[config.mk]
export PLATFORM = sky130hd
export DESIGN_NAME = qr_valley_ctrl
export DESIGN_NICKNAME = d
export VERILOG_FILES = /design/src/rtl/qr_pkg.sv /design/src/rtl/qr_off_timer.sv /design/src/rtl/qr_on_timer.sv /design/src/rtl/qr_softstart.sv /design/src/rtl/qr_valley_ctrl.sv
export SDC_FILE = /design/constraint.sdc
export NUM_CORES = 1
export LEC_CHECK = 0
export BUFFER_PORTS_ARGS = -buffer_cell sky130_fd_sc_hd__buf_2
export CORE_MARGIN = 2
export CORE_UTILIZATION = 34
export CTS_BUF_LIST = sky130_fd_sc_hd__clkbuf_8
export DETAILED_ROUTE_END_ITERATION = 12
export PLACE_DENSITY = 0.61
export REMOVE_ABC_BUFFERS = 1
export SLEW_MARGIN = 25
export SYNTH_ARGS = -nofsm -noshare
export SYNTH_HDL_FRONTEND = slang
export SYNTH_HIERARCHICAL = 1
export SYNTH_SLANG_ARGS = --single-unit
[constraint.sdc]
create_clock -name clk -period 7.76 [get_ports clk]
set_clock_uncertainty 0.15 [all_clocks]
set_input_delay 1.552 -clock clk [delete_from_list [all_inputs] [get_ports clk]]
set_output_delay 1.552 -clock clk [all_outputs]
set_load 0.05 [all_outputs]
[src/rtl/qr_pkg.sv]
package qr_pkg;

  typedef enum logic [2:0] {
    S_IDLE,
    S_START,
    S_ON,
    S_OFF,
    S_VDLY
  } qr_state_e;

  // Minimum off-time in ticks for a load code: flat above the fast code,
  // one linear segment down to the green code, a second one down to code 0.
  function automatic int unsigned min_off_ticks(
    input int unsigned code,
    input int unsigned fast_code,
    input int unsigned green_code,
    input int unsigned t_fast,
    input int unsigned t_green,
    input int unsigned t_light
  );
    if (code >= fast_code)
      return t_fast;
    else if (code >= green_code)
      return t_fast + ((fast_code - code) * (t_green - t_fast)) / (fast_code - green_code);
    else
      return t_green + ((green_code - code) * (t_light - t_green)) / green_code;
  endfunction

  // Starter interval in ticks for a load code.
  function automatic int unsigned starter_ticks(
    input int unsigned code,
    input int unsigned olp_code,
    input int unsigned t_olp,
    input int unsigned t_slow
  );
    return (code >= olp_code) ? t_olp : t_slow;
  endfunction

endpackage

[src/rtl/qr_off_timer.sv]
module qr_off_timer #(
  parameter int unsigned CNT_W    = 12,
  parameter int unsigned BLANK_US = 4,
  parameter int unsigned TMO_US   = 9
) (
  input  logic             clk,
  input  logic             rst_n,
  input  logic             us_tick,
  input  logic             restart,
  input  logic             run,
  input  logic [CNT_W-1:0] min_off,
  output logic             armed,
  output logic             tmo_fire,
  output logic             ovp_strobe
);

  localparam logic [CNT_W-1:0] BLANK_LAST = CNT_W'(BLANK_US - 1);
  localparam logic [CNT_W-1:0] TMO_ADD    = CNT_W'(TMO_US - 1);

  logic [CNT_W-1:0] off_cnt;
  logic [CNT_W-1:0] tmo_at;

  assign tmo_at   = min_off + TMO_ADD;
  assign armed    = (off_cnt >= min_off);
  assign tmo_fire = run && us_tick && (off_cnt == tmo_at);

  always_ff @(posedge clk or negedge rst_n) begin
    if (!rst_n) begin
      off_cnt    <= '0;
      ovp_strobe <= 1'b0;
    end else begin
      ovp_strobe <= run && us_tick && (off_cnt == BLANK_LAST);
      if (restart)
        off_cnt <= '0;
      else if (run && us_tick && (off_cnt != '1))
        off_cnt <= off_cnt + 1'b1;
    end
  end


  strobe_once_chk: assert property (@(posedge clk) disable iff (!rst_n)
    ovp_strobe |=> !ovp_strobe);


  tmo_exit_chk: assert property (@(posedge clk) disable iff (!rst_n)
    tmo_fire |=> !run);

endmodule

[src/rtl/qr_on_timer.sv]
module qr_on_timer #(
  parameter int unsigned MAXON_US = 45,
  parameter int unsigned LEB_CYC  = 38
) (
  input  logic clk,
  input  logic rst_n,
  input  logic us_tick,
  input  logic run,
  input  logic cs_trip,
  output logic leb_done,
  output logic max_fire,
  output logic off_req
);

  localparam int unsigned ON_W  = $clog2(MAXON_US + 1);
  localparam int unsigned LEB_W = $clog2(LEB_CYC + 1);
  localparam logic [ON_W-1:0]  ON_LAST = ON_W'(MAXON_US - 1);
  localparam logic [LEB_W-1:0] LEB_END = LEB_W'(LEB_CYC);

  logic [ON_W-1:0]  on_cnt;
  logic [LEB_W-1:0] leb_cnt;
  logic             trip_fire;

  assign leb_done  = (leb_cnt == LEB_END);
  assign max_fire  = run && us_tick && (on_cnt == ON_LAST);
  assign trip_fire = run && leb_done && cs_trip;
  assign off_req   = max_fire || trip_fire;

  always_ff @(posedge clk or negedge rst_n) begin
    if (!rst_n) begin
      on_cnt  <= '0;
      leb_cnt <= '0;
    end else if (!run) begin
      on_cnt  <= '0;
      leb_cnt <= '0;
    end else begin
      if (us_tick)
        on_cnt <= on_cnt + 1'b1;
      if (!leb_done)
        leb_cnt <= leb_cnt + 1'b1;
    end
  end


  max_on_chk: assert property (@(posedge clk) disable iff (!rst_n)
    max_fire |=> !run);

endmodule

[src/rtl/qr_softstart.sv]
module qr_softstart #(
  parameter int unsigned SS_W     = 8,
  parameter int unsigned SS_TICKS = 9500
) (
  input  logic            clk,
  input  logic            rst_n,
  input  logic            en,
  input  logic            us_tick,
  output logic [SS_W-1:0] ss_limit
);

  localparam int unsigned SS_MAX  = (1 << SS_W) - 1;
  localparam int unsigned SS_STEP = (SS_TICKS / SS_MAX < 1) ? 1 : SS_TICKS / SS_MAX;
  localparam int unsigned STEP_W  = $clog2(SS_STEP + 1);
  localparam logic [STEP_W-1:0] STEP_LAST = STEP_W'(SS_STEP - 1);
  localparam logic [SS_W-1:0]   LVL_TOP   = SS_W'(SS_MAX);

  logic [STEP_W-1:0] step_cnt;

  always_ff @(posedge clk or negedge rst_n) begin
    if (!rst_n) begin
      step_cnt <= '0;
      ss_limit <= '0;
    end else if (!en) begin
      step_cnt <= '0;
      ss_limit <= '0;
    end else if (us_tick) begin
      if (step_cnt == STEP_LAST) begin
        step_cnt <= '0;
        if (ss_limit != LVL_TOP)
          ss_limit <= ss_limit + 1'b1;
      end else begin
        step_cnt <= step_cnt + 1'b1;
      end
    end
  end


  ss_mono_chk: assert property (@(posedge clk) disable iff (!rst_n)
    (en && $past(en)) |-> (ss_limit >= $past(ss_limit)));


  ss_hold_chk: assert property (@(posedge clk) disable iff (!rst_n)
    (en && !us_tick) |=> $stable(ss_limit) || !en);

endmodule

[src/rtl/qr_valley_ctrl.sv]
module qr_valley_ctrl #(
  parameter int unsigned LVL_W      = 4,
  parameter int unsigned CNT_W      = 12,
  parameter int unsigned FAST_CODE  = 12,
  parameter int unsigned GREEN_CODE = 6,
  parameter int unsigned OLP_CODE   = 15,
  parameter int unsigned TOFF_FAST  = 8,
  parameter int unsigned TOFF_GREEN = 37,
  parameter int unsigned TOFF_LIGHT = 2500,
  parameter int unsigned BLANK_US   = 4,
  parameter int unsigned TMO_US     = 9,
  parameter int unsigned MAXON_US   = 45,
  parameter int unsigned ST_SLOW    = 2500,
  parameter int unsigned ST_OLP     = 32,
  parameter int unsigned VDLY_CYC   = 25,
  parameter int unsigned LEB_CYC    = 38,
  parameter int unsigned SS_TICKS   = 9500,
  parameter int unsigned SS_W       = 8
) (
  input  logic             clk,
  input  logic             rst_n,
  input  logic             en,
  input  logic             us_tick,
  input  logic [LVL_W-1:0] load_lvl,
  input  logic             valley,
  input  logic             cs_trip,
  output logic             gate,
  output logic             ovp_strobe,
  output logic [SS_W-1:0]  ss_limit
);

  import qr_pkg::*;

  localparam int unsigned DLY_W = $clog2(VDLY_CYC + 1);
  localparam logic [DLY_W-1:0] DLY_LAST = DLY_W'(VDLY_CYC - 1);

  qr_state_e        state, nxt;
  logic [CNT_W-1:0] min_off_q;
  logic [CNT_W-1:0] st_cnt;
  logic [CNT_W-1:0] st_lim;
  logic [DLY_W-1:0] dly_cnt;

  // named internal events
  logic st_fire, vdly_done, tmo_fire, armed, valley_take;
  logic off_req, leb_done, max_fire, turn_off;
  logic on_run, off_run;

  assign on_run  = (state == S_ON);
  assign off_run = (state == S_OFF);
  assign gate    = on_run;

  assign st_lim      = CNT_W'(starter_ticks(32'(load_lvl), OLP_CODE, ST_OLP, ST_SLOW));
  assign st_fire     = (state == S_START) && us_tick && (st_cnt == st_lim - CNT_W'(1));
  assign vdly_done   = (state == S_VDLY) && (dly_cnt == DLY_LAST);
  assign valley_take = off_run && armed && valley && !tmo_fire;
  assign turn_off    = on_run && off_req && en;

  qr_off_timer #(
    .CNT_W    (CNT_W),
    .BLANK_US (BLANK_US),
    .TMO_US   (TMO_US)
  ) u_off (
    .clk        (clk),
    .rst_n      (rst_n),
    .us_tick    (us_tick),
    .restart    (turn_off),
    .run        (off_run),
    .min_off    (min_off_q),
    .armed      (armed),
    .tmo_fire   (tmo_fire),
    .ovp_strobe (ovp_strobe)
  );

  qr_on_timer #(
    .MAXON_US (MAXON_US),
    .LEB_CYC  (LEB_CYC)
  ) u_on (
    .clk      (clk),
    .rst_n    (rst_n),
    .us_tick  (us_tick),
    .run      (on_run),
    .cs_trip  (cs_trip),
    .leb_done (leb_done),
    .max_fire (max_fire),
    .off_req  (off_req)
  );

  qr_softstart #(
    .SS_W     (SS_W),
    .SS_TICKS (SS_TICKS)
  ) u_ss (
    .clk      (clk),
    .rst_n    (rst_n),
    .en       (en),
    .us_tick  (us_tick),
    .ss_limit (ss_limit)
  );

  always_comb begin
    nxt = state;
    if (!en) begin
      nxt = S_IDLE;
    end else begin
      case (state)
        S_IDLE:  nxt = S_START;
        S_START: if (st_fire) nxt = S_ON;
        S_ON:    if (off_req) nxt = S_OFF;
        S_OFF: begin
          if (tmo_fire)         nxt = S_ON;
          else if (valley_take) nxt = S_VDLY;
        end
        S_VDLY:  if (vdly_done) nxt = S_ON;
        default: nxt = S_IDLE;
      endcase
    end
  end

  always_ff @(posedge clk or negedge rst_n) begin
    if (!rst_n) begin
      state     <= S_IDLE;
      min_off_q <= CNT_W'(TOFF_FAST);
      st_cnt    <= '0;
      dly_cnt   <= '0;
    end else begin
      state <= nxt;
      if (turn_off)
        min_off_q <= CNT_W'(min_off_ticks(32'(load_lvl), FAST_CODE, GREEN_CODE,
                                          TOFF_FAST, TOFF_GREEN, TOFF_LIGHT));
      if (state != S_START)
        st_cnt <= '0;
      else if (us_tick)
        st_cnt <= st_cnt + 1'b1;
      if (state != S_VDLY)
        dly_cnt <= '0;
      else
        dly_cnt <= dly_cnt + 1'b1;
    end
  end


  en_low_gate_chk: assert property (@(posedge clk) disable iff (!rst_n)
    !en |=> !gate);


  rise_src_chk: assert property (@(posedge clk) disable iff (!rst_n)
    $rose(gate) |-> $past(st_fire || vdly_done || tmo_fire));


  early_valley_chk: assert property (@(posedge clk) disable iff (!rst_n)
    (off_run && valley && !armed && !tmo_fire && en) |=> (state == S_OFF));


  strobe_off_chk: assert property (@(posedge clk) disable iff (!rst_n)
    ovp_strobe |-> !gate);


  leb_hold_chk: assert property (@(posedge clk) disable iff (!rst_n)
    (on_run && !leb_done && !max_fire && en) |=> gate);

endmodule

Word level (Yosys, flattened, before mapping)
Index checks and enable logic that the tools add are counted.
W data, S select, Z words.
{ "word_totals": {"output_inout_bits": 10, "mem_bits_rw": 0, "mem_bits_ro": 0, "ff_bits": 71, "mem_count": 0, "wordCells": 104, "latchBits": 0, "in_bits": 10} }
{ "classes": {"n_mux": 26, "order_cmp": 4, "n_div": 2, "n_eq_ne": 24, "reduce_logical": 23, "shift": 0, "n_mul": 2, "addsub": 13, "bitwise_logic": 0} }
{ "op_table": {"columns": ["operator", "count"], "rows": [
  ["$mux W12", 7],
  ["$div A32 B3 Y32 const B", 2],
  ["$mux W6", 7],
  ["$mux W8", 4],
  ["$add A12 B1 Y12 const B", 2],
  ["$eq A12 B12 Y1", 2],
  ["$add A6 B1 Y6 const B", 3],
  ["$eq A6 B6 Y1 const B", 3],
  ["$mul A5 B13 Y18 const B", 1],
  ["$mux W3", 6],
  ["$logic_and A1 B1 Y1", 16],
  ["$pmux W3 S5", 1],
  ["$add A12 B4 Y12 const B", 1],
  ["$add A4 B12 Y12 const A", 1],
  ["$add A6 B12 Y12 const A", 1],
  ["$eq A12 B2 Y1 const B", 1],
  ["$ge A12 B12 Y1", 1],
  ["$ne A12 B12 Y1 const B", 1],
  ["$ne A3 B3 Y1 const B", 4],
  ["$sub A12 B1 Y12 const B", 1],
  ["$mul A5 B6 Y11 const B", 1],
  ["$add A8 B1 Y8 const B", 1],
  ["$ge A4 B4 Y1 const B", 2],
  ["$ne A8 B8 Y1 const B", 1],
  ["other kinds (19)", 24]
]} }

Depth between registers and ports, before layout
{ "depth": {"ltp_word": 9, "depth_mapped": 38, "depth_no_buf": 33} }

Cells and area by module
The synthesis kept the hierarchy.
{ "by_module_without_submodules": {"columns": ["mod", "seq_area_each_um2", "area_per_inst_um2", "n_inst", "cells_each"], "rows": [
  ["qr_valley_ctrl", 802.0, 5639.2, 1, 757],
  ["qr_off_timer", 325.3, 1233.7, 1, 147],
  ["qr_softstart", 350.3, 787.0, 1, 81],
  ["qr_on_timer", 300.3, 675.6, 1, 64]
]} }

Least setup slack after synthesis
Ideal clock, no wire load.
{ "synth_path": {"path_type": "input to register", "from": "input port load_lvl[0]", "to": "register min_off_q[10]", "cell_stages": 37, "required_time_ns": 7.488, "n_path_buf": 5, "setup_time_ns": 0.122, "path_slack_ns": -2.420, "t_arrival_ns": 9.908, "path_cell_list": "ha_1 -> a21oi_1 -> inv_1 -> fa_1 -> xnor2_1 -> ha_1 -> a21o_1 -> ha_1 -> ha_1 -> buf_6 -> and3_4 -> and2_4 -> or3_1 -> buf_2 -> or4_1 -> a41oi_4 -> or2_1 -> buf_4 -> o41a_1 -> o221a_1 -> buf_4 -> a211oi_1 -> a41oi_2 -> o221ai_2 -> or3_1 -> a221oi_1 -> and2_1 -> clkbuf_1 -> a22oi_1 -> o211ai_1 -> mux2_2 -> ha_1 -> nor3_1 -> mux2_4 -> o31a_1 -> or3b_1 -> a32o_1"} }
{ "synth_via": {"elab_chain_len": 6, "elab_cells_between_ends": 12, "cone_classes": "add/sub: 4; mul: 2; div: 2; order compare: 2; mux: 2"} }
{ "synth_lines": {"columns": ["element", "line_no", "source"], "rows": [
  ["start: declaration", "qr_valley_ctrl.sv:24", "input logic [LVL_W-1:0] load_lvl,"],
  ["$sub A3 B4 Y5 / $sub A4 B4 Y5 (equally long branches)", "qr_pkg.sv:26, qr_pkg.sv:24", null],
  ["$mul A5 B13 Y18 / $mul A5 B6 Y11 (equally long branches)", "qr_pkg.sv:26, qr_pkg.sv:24", null],
  ["$div A32 B3 Y32, on equally long branches", "qr_pkg.sv:26, qr_pkg.sv:24", null],
  ["$add A6 B12 Y12 / $add A4 B12 Y12 (equally long branches)", "qr_pkg.sv:26, qr_pkg.sv:24", null],
  ["$mux W12", "qr_pkg.sv:23", "else if (code >= green_code)"],
  ["$mux W12 *", "qr_pkg.sv:21", "if (code >= fast_code)"],
  ["end signal: assignment", "qr_valley_ctrl.sv:121", "min_off_q <= CNT_W'(TOFF_FAST);"],
  ["end signal: assignment", "qr_valley_ctrl.sv:127", "min_off_q <= CNT_W'(min_off_ticks(32'(load_lvl), FAST_CODE, GREEN_CODE,"],
  ["end: declaration", "qr_valley_ctrl.sv:38", "logic [CNT_W-1:0] min_off_q;"]
]} }
Every way passes the cells marked *; elsewhere a longest branch is shown, timed or not.
A chain may end at the register's enable or synchronous reset.

Worst setup path after layout
{ "layout_path": {"from": "input port load_lvl[0]", "to": "register min_off_q[8]"} }
The elaborated chain is that of the path after synthesis.

==> run metrics <==
Synth Instances around 1000; worst path setup slack after routing -1.227 ns; # hold bufs at CTS 0; Final Critical Period about 9 ns; HPWL Detailed ~16 mm; TritonRoute pass-1 iters 5; largest net degree at the start of global routing 72; first-pass GRT wire length roughly 38 mm; share of post-route cells with drive strength above 1 29.31%; Critical Path Start load_lvl[0]; Clock Pin Slew Worst Setup and Hold Paths about 0.080 ns; r2r startpoint state[0]$_DFFE_PN0P_; Post-route DRC 0; Final Max Tran Viols 0; maximum root-to-sink buffer count 2; Max FO, Critical Path 6; CP Capture Point min_off_q[8]$_DFFE_PN0P_; GRT overflow 0; RePlAce Congestion 0.8952; hold crit path type flop to flop; io pins 20; crit path DAT 9.07 ns; number of placement rows between 50 and 60; CORE AREA between 20000 and 25000 um^2; Setup-failing EPs final 9; Slowest cell on crit path or3_4; DP Cell Count 1519; Place WS -2.189 ns; DRT iter0 DRCs about 500; IO buf count 19; CP max stage delay ~0.43 ns; Die Ht around 160 um; reg2reg setup slack 3.81 ns; Clock Latency Late Sink roughly 0.35 ns; per-cell routed wire length around 14 um; DRT antenna net count 0; DR vias/cell ~5.4; Achievable Freq ~110 MHz; max_cap viols 0; Worst Hold Margin ~0.34 ns; all-layer global routing usage ~17%; clock tree sinks roughly 70; CTS Root Cell clkbuf_8; Slew HR between 30 and 40%; fill cell count 2308; CTS tree done; fin crit share 115.8%; WL final around 23 mm; critical setup path kind input pin to flop; cts bufs inserted 9; starting density of the core 34.45%; Synth Cell Area around 8300 um^2; vias 8373; Synth Area per Inst roughly 8 um^2; die area between 20000 and 30000 um^2; fin cells about 1600; chip width approximately 160 um; initial antenna violation count 0; Layout Nets between 1000 and 1500; CP startpoint kind input pin; failing checks negative setup slack; diode count 0; Fin. Hold Viols 0; Reg2Reg Depth 9; worst-margin pin slew 0.9164 ns; Worst Path Required 7.84 ns; Worst Setup End Kind flop; RSZ-0062 raised after global routing true; synthesis-to-finish area growth 34.01%; vias in the first global route 8193; RR Endpoint min_off_q[9]$_DFFE_PN0P_; htree depth 3; Syn. warnings 6; status finished, violations left; Most common cell on crit path ha_4
## sequential cells by signal, indices dropped and copies added (netlist names)
| name | flops |
|---|---|
| u_on/leb_cnt | 6 |
| state | 3 |
| u_ss/ss_limit | 8 |
| u_off/ovp_strobe | 1 |
| u_on/on_cnt | 6 |
| min_off_q | 12 |
| st_cnt | 12 |
| u_ss/step_cnt | 6 |
| dly_cnt | 5 |
| u_off/off_cnt | 12 |
## repair_timing
action                                  in CTS  in global routing
endpoints found under the setup margin      12                 11
setup buffers                               17                 10
gates resized for setup                    114                 62
pin swaps                                   72                 40
## per-layer routing
metal | share of wire [%] | GRT usage, % | vias to the layer above | wire [um]
li1 | - | - | 4207 | -
met1 | 45 | 22.14 | 4009 | 10240
met2 | 51 | 31.49 | 118 | 11490
met3 | 1.9 | 1.601 | 39 | 439
met4 | 1.5 | 4.095 | 0 | 349
met5 | 0 | 0 | - | 0
## worst max-delay path, delay by kind of cell
kind                       cells  cell delay (ns)
xor gates and xnor gates       2             0.29
buffers and inverters          5             0.61
adders and majority gates      6             1.41
and+or+nand+nor                8             1.52
AOI/OAI and AO/OA             13             3.18
muxes                          2             0.48
## stage by stage
| step | instance area (um^2) | util [%] | TNS [ns] |
|---|---|---|---|
| 4_1_cts | 10750 | 44.45 | -4.652 |
| 2_1_floorplan | 8157 | - | -15.99 |
| 6_report | 11160 | 46.17 | -6.091 |
| 5_1_grt | 11160 | 46.17 | -8.959 |
| 3_3_place_gp | 9921 | 41.03 | -13.96 |
| 3_5_place_dp | 9921 | 41.03 | -16.31 |
## layout by cell type (no fill, tap or decap), types with 6 or more instances in the layout
cell / count
a21o_1: 13
a21oi_1: 52
a21oi_2: 6
a31oi_1: 7
and2_1: 14
and3_1: 7
buf_2: 15
buf_4: 174
buf_6: 20
clkbuf_8: 9
dfrtp_1: 70
fa_1: 9
ha_1: 67
ha_4: 12
inv_1: 64
mux2i_1: 14
nand2_1: 98
nand2b_1: 8
nand3_1: 54
nand4_1: 14
nor2_1: 81
nor2_2: 8
nor2b_1: 8
nor3_1: 23
nor4_1: 9
o211ai_1: 9
o21a_1: 8
o21ai_0: 46
o21ai_1: 9
o21ai_2: 6
o31ai_1: 6
or3_1: 13
or4_1: 7
xnor2_1: 38
xor2_1: 32
## worst min-delay path by stage
stage                                         from                       end  slack, ns  cells after the start
final                         dly_cnt[0]$_DFF_PN0_      dly_cnt[0]$_DFF_PN0_       0.34                      1
after global routing          dly_cnt[0]$_DFF_PN0_      dly_cnt[0]$_DFF_PN0_       0.36                      1
after CTS                     dly_cnt[0]$_DFF_PN0_      dly_cnt[0]$_DFF_PN0_       0.34                      1
after detailed placement  min_off_q[1]$_DFFE_PN0P_  min_off_q[1]$_DFFE_PN0P_       0.32                      2
after global placement    min_off_q[1]$_DFFE_PN0P_  min_off_q[1]$_DFFE_PN0P_       0.32                      2
after floorplan           min_off_q[1]$_DFFE_PN0P_  min_off_q[1]$_DFFE_PN0P_       0.30                      2
## area by class of cell
class | count | area [um^2] | share of cell area [%]
inverters | 67 | 256.5 | 2.298
clock inverters | 7 | 33.78 | 0.3027
clock buffers | 9 | 123.9 | 1.110
well taps | 324 | 405.4 | 3.632
multi-input cells | 870 | 6928 | 62.07
flip-flops and latches | 71 | 1778 | 15.93
repair buffers | 211 | 1637 | 14.66
Power is left out: the tool's default activity adds up to more than one toggle a clock period on the data nets, which glitch-free logic cannot reach.
